**config.mk**
```make
export PLATFORM = sky130hd
export DESIGN_NAME = subset_gather
export DESIGN_NICKNAME = d
export VERILOG_FILES = /design/src/rtl/sg_pkg.sv /design/src/rtl/sg_ctrl.sv /design/src/rtl/sg_datapath.sv /design/src/rtl/subset_gather.sv
export SDC_FILE = /design/constraint.sdc
export NUM_CORES = 1
export LEC_CHECK = 0
export CAP_MARGIN = 40
export CELL_PAD_IN_SITES_DETAIL_PLACEMENT = 0
export CELL_PAD_IN_SITES_GLOBAL_PLACEMENT = 1
export CORE_AREA = 2 2 114 116
export DETAILED_ROUTE_END_ITERATION = 6
export DIE_AREA = 0 0 116 118
export GPL_ROUTABILITY_DRIVEN = 0
export PLACE_DENSITY_LB_ADDON = 0.25
export SETUP_SLACK_MARGIN = 0.02
export SYNTH_ARGS = -nofsm -noshare
export SYNTH_HDL_FRONTEND = slang
export SYNTH_HIERARCHICAL = 1
export SYNTH_SLANG_ARGS = --single-unit
```
**constraint.sdc**
```tcl
create_clock -name clk -period 11.2 [get_ports clk]
set_input_delay 1.12 -clock clk [delete_from_list [all_inputs] [get_ports clk]]
set_output_delay 1.12 -clock clk [all_outputs]
set_load 0.01 [all_outputs]
```
**src/rtl/sg_pkg.sv**
```systemverilog
package sg_pkg;

  localparam logic [7:0] MARK0 = 8'h01;
  localparam logic [7:0] MARK1 = 8'hFE;
  localparam logic [7:0] MARK2 = 8'h80;

  typedef enum logic [2:0] {
    SRC_HOLD,
    SRC_ADV1,
    SRC_ADV2,
    SRC_ADV_ONE,
    SRC_LOAD_SUB2,
    SRC_LOAD_TAIL
  } srcOpT;

  typedef enum logic [2:0] {
    PH_IDLE,
    PH_OFFS,
    PH_SUB1,
    PH_SUB2,
    PH_MARK,
    PH_TAIL,
    PH_DONE
  } phaseT;

  typedef struct packed {
    logic       loadCfg;
    logic       offStep;
    srcOpT      srcOp;
    logic       dstInc;
    logic       useSrcAddr;
    logic       wrCopy;
    logic       wrMark;
    logic [1:0] markIdx;
  } ctlT;

endpackage

```
**src/rtl/sg_ctrl.sv**
```systemverilog
module sg_ctrl
  import sg_pkg::*;
#(
  parameter int SUB_LEN  = 500,
  parameter int TAIL_LEN = 100
) (
  input  logic clk,
  input  logic rst,
  input  logic start,
  input  logic offDone,
  output ctlT  ctl,
  output logic done
);

  localparam int MAX_LEN = (SUB_LEN > TAIL_LEN) ? SUB_LEN : TAIL_LEN;
  localparam int CNT_W   = ($clog2(MAX_LEN) > 2) ? $clog2(MAX_LEN) : 2;
  localparam logic [CNT_W-1:0] SUB_LAST  = CNT_W'(SUB_LEN - 1);
  localparam logic [CNT_W-1:0] TAIL_LAST = CNT_W'(TAIL_LEN - 1);
  localparam logic [CNT_W-1:0] MARK_LAST = CNT_W'(2);

  phaseT            phase, phaseNext;
  logic             wrSlot, wrSlotNext;
  logic [CNT_W-1:0] cnt, cntNext;
  logic [CNT_W-1:0] lastIdx;

  always_comb begin
    case (phase)
      PH_SUB1, PH_SUB2: lastIdx = SUB_LAST;
      default:          lastIdx = TAIL_LAST;
    endcase
  end

  always_comb begin
    ctl        = '0;
    phaseNext  = phase;
    wrSlotNext = wrSlot;
    cntNext    = cnt;
    case (phase)
      PH_IDLE: begin
        if (start) begin
          ctl.loadCfg = 1'b1;
          phaseNext   = PH_OFFS;
        end
      end
      PH_OFFS: begin
        if (offDone) begin
          phaseNext  = PH_SUB1;
          wrSlotNext = 1'b0;
          cntNext    = '0;
        end else begin
          ctl.offStep = 1'b1;
        end
      end
      PH_SUB1, PH_SUB2, PH_TAIL: begin
        if (!wrSlot) begin
          ctl.useSrcAddr = 1'b1;
          wrSlotNext     = 1'b1;
        end else begin
          ctl.wrCopy = 1'b1;
          ctl.dstInc = 1'b1;
          wrSlotNext = 1'b0;
          if (cnt == lastIdx) begin
            cntNext = '0;
            case (phase)
              PH_SUB1: begin
                phaseNext = PH_SUB2;
                ctl.srcOp = SRC_LOAD_SUB2;
              end
              PH_SUB2: phaseNext = PH_MARK;
              default: phaseNext = PH_DONE;
            endcase
          end else begin
            cntNext = cnt + 1'b1;
            case (phase)
              PH_SUB1: ctl.srcOp = SRC_ADV1;
              PH_SUB2: ctl.srcOp = SRC_ADV2;
              default: ctl.srcOp = SRC_ADV_ONE;
            endcase
          end
        end
      end
      PH_MARK: begin
        ctl.wrMark  = 1'b1;
        ctl.markIdx = cnt[1:0];
        ctl.dstInc  = 1'b1;
        if (cnt == MARK_LAST) begin
          cntNext    = '0;
          wrSlotNext = 1'b0;
          phaseNext  = PH_TAIL;
          ctl.srcOp  = SRC_LOAD_TAIL;
        end else begin
          cntNext = cnt + 1'b1;
        end
      end
      PH_DONE: phaseNext = PH_IDLE;
      default: phaseNext = PH_IDLE;
    endcase
  end

  always_ff @(posedge clk) begin
    if (rst) begin
      phase  <= PH_IDLE;
      wrSlot <= 1'b0;
      cnt    <= '0;
    end else begin
      phase  <= phaseNext;
      wrSlot <= wrSlotNext;
      cnt    <= cntNext;
    end
  end

  assign done = (phase == PH_DONE);

endmodule

```
**src/rtl/sg_datapath.sv**
```systemverilog
module sg_datapath
  import sg_pkg::*;
#(
  parameter int ADDR_W   = 15,
  parameter int STEP_W   = 8,
  parameter int SRC_BASE = 'h6000,
  parameter int DST_BASE = 'h4000,
  parameter int TAIL_SRC = 'h4320
) (
  input  logic              clk,
  input  logic              rst,
  input  ctlT               ctl,
  input  logic [STEP_W-1:0] step1,
  input  logic [STEP_W-1:0] step2,
  input  logic [STEP_W-1:0] shift,
  input  logic [7:0]        ramRdata,
  output logic [ADDR_W-1:0] ramAddr,
  output logic [7:0]        ramWdata,
  output logic              ramWe,
  output logic              offDone
);

  localparam logic [ADDR_W-1:0] SRC_A  = ADDR_W'(SRC_BASE);
  localparam logic [ADDR_W-1:0] DST_A  = ADDR_W'(DST_BASE);
  localparam logic [ADDR_W-1:0] TAIL_A = ADDR_W'(TAIL_SRC);

  logic [STEP_W-1:0] s1Reg, s2Reg, shLeft;
  logic [ADDR_W-1:0] offAcc, srcPtr, dstPtr;
  logic [ADDR_W-1:0] s1Ext, s2Ext, s1Times5;
  logic [7:0]        markByte;

  assign s1Ext    = ADDR_W'(s1Reg);
  assign s2Ext    = ADDR_W'(s2Reg);
  assign s1Times5 = (s1Ext << 2) + s1Ext;

  always_ff @(posedge clk) begin
    if (rst) begin
      s1Reg  <= '0;
      s2Reg  <= '0;
      shLeft <= '0;
      offAcc <= '0;
      srcPtr <= SRC_A;
      dstPtr <= DST_A;
    end else begin
      if (ctl.loadCfg) begin
        s1Reg  <= step1;
        s2Reg  <= step2;
        shLeft <= shift;
        offAcc <= '0;
        dstPtr <= DST_A;
      end
      if (ctl.offStep) begin
        offAcc <= offAcc + s1Times5;
        shLeft <= shLeft - 1'b1;
      end
      if (ctl.loadCfg) begin
        srcPtr <= SRC_A;
      end else begin
        case (ctl.srcOp)
          SRC_ADV1:      srcPtr <= srcPtr + s1Ext;
          SRC_ADV2:      srcPtr <= srcPtr + s2Ext;
          SRC_ADV_ONE:   srcPtr <= srcPtr + 1'b1;
          SRC_LOAD_SUB2: srcPtr <= SRC_A + offAcc;
          SRC_LOAD_TAIL: srcPtr <= TAIL_A;
          default:       srcPtr <= srcPtr;
        endcase
      end
      if (ctl.dstInc) begin
        dstPtr <= dstPtr + 1'b1;
      end
    end
  end

  always_comb begin
    case (ctl.markIdx)
      2'd0:    markByte = MARK0;
      2'd1:    markByte = MARK1;
      default: markByte = MARK2;
    endcase
  end

  assign offDone  = (shLeft == '0);
  assign ramAddr  = ctl.useSrcAddr ? srcPtr : dstPtr;
  assign ramWe    = ctl.wrCopy | ctl.wrMark;
  assign ramWdata = ctl.wrMark ? markByte : ramRdata;

endmodule

```
**src/rtl/subset_gather.sv**
```systemverilog
module subset_gather
  import sg_pkg::*;
#(
  parameter int ADDR_W   = 15,
  parameter int STEP_W   = 8,
  parameter int SUB_LEN  = 500,
  parameter int TAIL_LEN = 100,
  parameter int SRC_BASE = 'h6000,
  parameter int DST_BASE = 'h4000,
  parameter int TAIL_SRC = 'h4320
) (
  input  logic              clk,
  input  logic              rst,
  input  logic              start,
  input  logic [STEP_W-1:0] step1,
  input  logic [STEP_W-1:0] step2,
  input  logic [STEP_W-1:0] shift,
  output logic [ADDR_W-1:0] ramAddr,
  output logic              ramWe,
  output logic [7:0]        ramWdata,
  input  logic [7:0]        ramRdata,
  output logic              done
);

  ctlT  ctl;
  logic offDone;

  sg_ctrl #(
    .SUB_LEN (SUB_LEN),
    .TAIL_LEN(TAIL_LEN)
  ) uCtrl (
    .clk    (clk),
    .rst    (rst),
    .start  (start),
    .offDone(offDone),
    .ctl    (ctl),
    .done   (done)
  );

  sg_datapath #(
    .ADDR_W  (ADDR_W),
    .STEP_W  (STEP_W),
    .SRC_BASE(SRC_BASE),
    .DST_BASE(DST_BASE),
    .TAIL_SRC(TAIL_SRC)
  ) uPath (
    .clk     (clk),
    .rst     (rst),
    .ctl     (ctl),
    .step1   (step1),
    .step2   (step2),
    .shift   (shift),
    .ramRdata(ramRdata),
    .ramAddr (ramAddr),
    .ramWdata(ramWdata),
    .ramWe   (ramWe),
    .offDone (offDone)
  );

endmodule

```
Word level (Yosys, flattened, before mapping)
Index checks and enable logic that the tools add are counted.
- output and inout port bits: 25
- bits in writable memories: 0
- register bits: 82
- latch bits: 0
- input bits: 35
- word-level logic and storage cells: 91
- memory bits (read-only): 0
- memories kept: 0
- equality and inequality tests: 19
- $lt $le $gt $ge: 0
- multiply operators: 0
- multiplexer cells: 40
- divide/modulo/power cells: 0
- reductions and logical operators: 13
- shift operators: 0
- bitwise gates (word level): 1
- add/sub/neg operators: 9
- operators with widths (kind ; count):
    two-way mux 15 bit ; 5
    case mux 15 bit (5 select lines) ; 1
    two-way mux 9 bit ; 5
    adder 15 x 1 -> 15 bit, second input constant ; 2
    adder 15 x 8 -> 15 bit ; 2
    two-way mux 3 bit ; 9
    case mux 9 bit (3 select lines) ; 1
    two-way mux 8 bit ; 3
    case mux 8 bit (2 select lines) ; 1
    adder 15 bit ; 1
    adder 15 bit, first input constant ; 1
    == test 3 bit, second input constant ; 5
    == test 3 x 2 -> 1 bit, second input constant ; 4
    case mux 3 bit (4 select lines) ; 1
    adder 10 x 8 -> 11 bit ; 1
    adder 9 x 1 -> 9 bit, second input constant ; 1
    == test 9 x 2 -> 1 bit, second input constant ; 1
    == test 9 bit ; 1
    zero test 8 bit ; 1
    two-way mux 1 bit ; 8
    case mux 4 bit (2 select lines) ; 1
    subtractor 8 x 1 -> 8 bit, second input constant ; 1
    == test 3 x 1 -> 1 bit, second input constant ; 2
    inequality test 2 x 1 -> 1 bit, second input constant ; 3
    other kinds (17) ; 21

Logic depth before layout (Yosys ltp)
- word-level depth: 9
- mapped depth: 18
- gate-level depth less buffers: 17

Cells and area by module
The synthesis kept the hierarchy.
- by module, submodules not included (module ; sequential area each (um^2) ; instances ; cells an instance ; area an instance (um^2)):
    sg_datapath ; 1381.3 ; 1 ; 578 ; 4732.0
    sg_ctrl ; 260.2 ; 1 ; 127 ; 1027.2

Least setup slack after synthesis
No wires, ideal clock.
- kind: register -> register
- start point: reg uCtrl.phase[1]
- end point: reg uPath.srcPtr[12]
- required time: 11.121 ns
- library setup time: 0.079 ns
- path buffers: 2
- period minus slack after synthesis: 3.674 ns
- slack: 7.526 ns
- data arrival time: 3.595 ns
- cell stages (with the launch flop): 17
- cell sequence: dfxtp_1 -> buf_4 -> nor2b_2 -> a21o_1 -> o211ai_1 -> o32ai_1 -> clkbuf_1 -> nor3_1 -> a21oi_1 -> ha_1 -> inv_1 -> fa_1 -> nand2b_1 -> a211oi_1 -> o21ai_1 -> or3_1 -> o211ai_1
- RTL lines (item ; line ; RTL):
    start, declared ; sg_ctrl.sv:21 ; phaseT phase, phaseNext;
    start signal, assigned ; sg_ctrl.sv:106 ; phase <= phaseNext;
    end signal, assigned ; sg_datapath.sv:60 ; SRC_ADV1: srcPtr <= srcPtr + s1Ext;
    end signal, assigned ; sg_datapath.sv:61 ; SRC_ADV2: srcPtr <= srcPtr + s2Ext;
    end signal, assigned ; sg_datapath.sv:62 ; SRC_ADV_ONE: srcPtr <= srcPtr + 1'b1;
    end, declared ; sg_datapath.sv:28 ; logic [ADDR_W-1:0] offAcc, srcPtr, dstPtr;

==> flow_metrics.py <==
metrics = {
    "synthesis": {
        "ys_ff_latch": 82,
        "synth-xor-area-share_pct": 1.67,
        "synthMuxAreaShare_pct": 7.30,
        "synth-edff-count": 0,
        "avgSynthCellArea_um2": 8.17,
        "synth_fa_ha_area_share_pct": 8.65,
        "synth_top_family_by_area": "simple AND/OR/NAND/NOR gates",
        "synth.top_cell.area_share_pct": 28.5,
        "synth_compound_gate_area_share_pct": 23.1,
        "synth_simple_gate_area_share_pct": 24.7,
        "async_flop_share_pct": 0,
        "syn_area_um2": 5760,
        "synth.distinct_cells": 81,
        "syn_nets": 775,
        "yosysSeqAreaShare_pct": 28.5,
        "synth_ff_type": "dfxtp_1",
        "yosysTopAreaCell": "dfxtp_1",
        "synth.area.top_cells": "dfxtp_1 29%, ha_1 5.9%, mux2i_1 4.2%",
        "netlist_instances": 705,
        "ys_warn_count": 6,
    },
    "clocking": {
        "cts_tree": "yes",
        "ctsHoldBuffers": 0,
        "clk_root_buffer_cell": "clkbuf_16",
        "postCtsSetupBuffers": 0,
        "worstSkewPairLatency_ns": 0.35,
        "numCtsBuffers": 9,
        "clockBufferDepth": 2,
        "clock_sinks": 82,
        "cts_max_level": 3,
        "clk_pin_slew_ns": 0.06,
        "post_cts_resized": 0,
    },
    "worst_hold_path": {
        "hold_end": "uPath/offAcc[10]",
        "hold_class": "reg2reg",
        "whs_path_depth": 2,
        "min_from": "uPath/offAcc[10]",
    },
    "grt": {
        "track_usage_pct": 22.8,
        "grt.overflow.total": 0,
        "antenna_found_initial": 0,
        "grt_pass1_wl_um": 25000,
        "grt_max_degree": 78,
        "grt_pass1_vias": 4982,
    },
    "timing": {
        "rsz0062_at_grt": "false",
        "tightest_slew_ns": 0.841,
        "maxSlewHeadroom_pct": 43.4,
        "fmax_mhz": 226,
        "setup_violations": 0,
        "finalCriticalPeriod_ns": 4.42,
        "clock-skew-final_ns": 0.00630,
        "fin_crit_sh_pct": 39.5,
        "slew_viol_final": 0,
        "hold_viol": 0,
        "tns_ns": 0,
    },
    "critical_path": {
        "rrSetupSlack_ns": 6.78,
        "worstPathRequired_ns": 11.46,
        "cp_data_arrival_time_ns": 4.68,
        "end_kind": "register",
        "reg2regPathDepth": 17,
        "reg2reg_to": "uPath/srcPtr[12]",
        "critical_path.max_fanout": 18,
        "cp-start-kind": "register",
        "criticalPathCategory": "reg2reg",
        "worstReg2RegStart": "uCtrl/phase[2]",
    },
    "run_status": {
        "outcome": "finished clean",
    },
    "placement": {
        "port_buffers": 59,
        "hpwlAfterDp_um": 10900,
        "dp.cells": 898,
    },
    "die": {
        "start_util_pct": 46.4,
        "row_count": 41,
        "core_area_um2": 12400,
        "die_y_um": 118,
        "dieArea_um2": 13700,
        "die_w_um": 116,
        "io-pin-count": 60,
    },
    "route": {
        "drtIter0Drc": 476,
        "via_count": 5406,
        "routed_wl_um": 15100,
        "ant_nets": 0,
        "drt_pass1_iterations": 5,
        "avgViaCountPerCell": 5.91,
        "wl_per_cell_um": 16.5,
        "drc_errors": 0,
    },
    "run": {
        "maxCapViolCount": 0,
    },
    "final_layout": {
        "fillers": 1179,
        "num-nets-final": 807,
        "seqCellArea_um2": 1640,
        "multiInputGateArea_um2": 3790,
        "drive_gt1_share_pct": 7.82,
        "antennaDiodeCount": 0,
        "fin_cells": 914,
        "syn2layout_area_growth_pct": 16.7,
    },
    "pwr": {
        "power_density_nw_per_um2": 169,
        "peakVddDrop_v": 0.000108,
        "leakage_uw": 0.00253,
    },
}
-- stage by stage --
step	util, %	power, uW	instance area, um2	hold WS [ns]	worst slack [ns]
global placement	51.6	808	6400	0.472	7.06
floorplan	-	714	5760	0.453	7.53
detailed placement	51.6	817	6400	0.487	6.84
CTS	54.2	1150	6720	0.492	6.81
global route	54.2	1220	6720	0.511	6.42
finish	54.2	1140	6720	0.488	6.78
-- flip-flops by register name, indices dropped and copies added (netlist names) --
name,cells
uCtrl/wrSlot,1
uCtrl/phase,3
uPath/srcPtr,15
uPath/dstPtr,15
uPath/s2Reg,8
uCtrl/cnt,9
uPath/s1Reg,8
uPath/offAcc,15
uPath/shLeft,8
-- layer usage --
layer | vias to the layer above | track usage (%) | share of wire [%]
li1 | 2687 | - | -
met1 | 2562 | 30.0 | 45
met2 | 131 | 36.9 | 48
met3 | 26 | 4.58 | 4.5
met4 | 0 | 7.89 | 2.2
met5 | - | 0 | 0
-- critical path, cell delays in order (launching register included) --
cell and delay, ns:
dfxtp_1 0.55, nand2b_2 0.29, o2111ai_4 0.18, o32a_1 0.32
nor2_1 0.09, buf_4 0.22, inv_2 0.11, nand2_1 0.42
nor3_1 0.09, a21oi_1 0.14, ha_1 0.21, inv_1 0.06
fa_1 0.39, nand2b_1 0.18, a211oi_1 0.36, o21ai_1 0.20
or3_1 0.39, o211ai_1 0.11
-- cell usage after synthesis (all sizes together), types with 7 or more instances --
cell type,n
nor2b,10
ha,27
or4,8
fa,8
and3,7
inv,34
o21a,7
or3,9
a211oi,11
nand2b,18
mux2i,24
mux2,16
nor2,60
clkbuf,24
nor3b,9
nand3,34
buf,20
nor3,17
a21oi,43
a21o,9
o221ai,8
nand4,9
nand2,49
o211ai,12
a31oi,12
dfxtp,82
o21ai,45
-- report_power, final --
group | switching [uW] | internal, uW
clock | 121 | 200
sequential | 51.2 | 329
combinational | 261 | 177
total | 433 | 706
-- kinds of logic after synthesis --
family | count (synthesis)
adders and majority gates | 35
DFF | 82
AOI/OAI and AO/OA | 194
xor gates and xnor gates | 11
buffers and inverters | 78
and+or+nand+nor | 265
muxes | 40
-- layout by cell type (no fill, tap or decap), types with 11 or more instances in the layout --
cell	Yosys	layout
a21oi_1	43	43
clkdlybuf4s50_1	0	58
inv_1	32	32
o21ai_0	41	41
o211ai_1	12	12
mux2_2	14	14
nor2_1	59	59
ha_1	27	27
dfxtp_1	82	82
nand2b_1	17	17
mux2i_1	24	24
nand2_1	48	48
nand3_1	34	34
nor3_1	17	17
a31oi_1	12	12
a211oi_1	11	11
-- worst max-delay path by stage --
stage,start,end,slack (ns),cells past startpoint
after global placement,uCtrl/phase[2],uPath/srcPtr[12],7.06,17
after floorplan,uCtrl/phase[1],uPath/srcPtr[12],7.53,16
final,uCtrl/phase[2],uPath/srcPtr[12],6.78,17
after CTS,uCtrl/phase[2],uPath/srcPtr[12],6.81,17
after detailed placement,uCtrl/phase[2],uPath/srcPtr[12],6.84,17
after global routing,uCtrl/phase[2],uPath/srcPtr[12],6.42,17
-- layout make-up --
| class | instances | share of cell area (%) |
|---|---|---|
| clock buffer | 10 | 3.55 |
| clock inverter | 6 | 1.19 |
| inverter | 34 | 1.90 |
| multi-input combinational | 545 | 56.4 |
| sequential | 82 | 24.4 |
| tap | 172 | 3.20 |
| timing repair buffer | 65 | 9.38 |
Note: power is estimated with default switching activity, not from simulation.
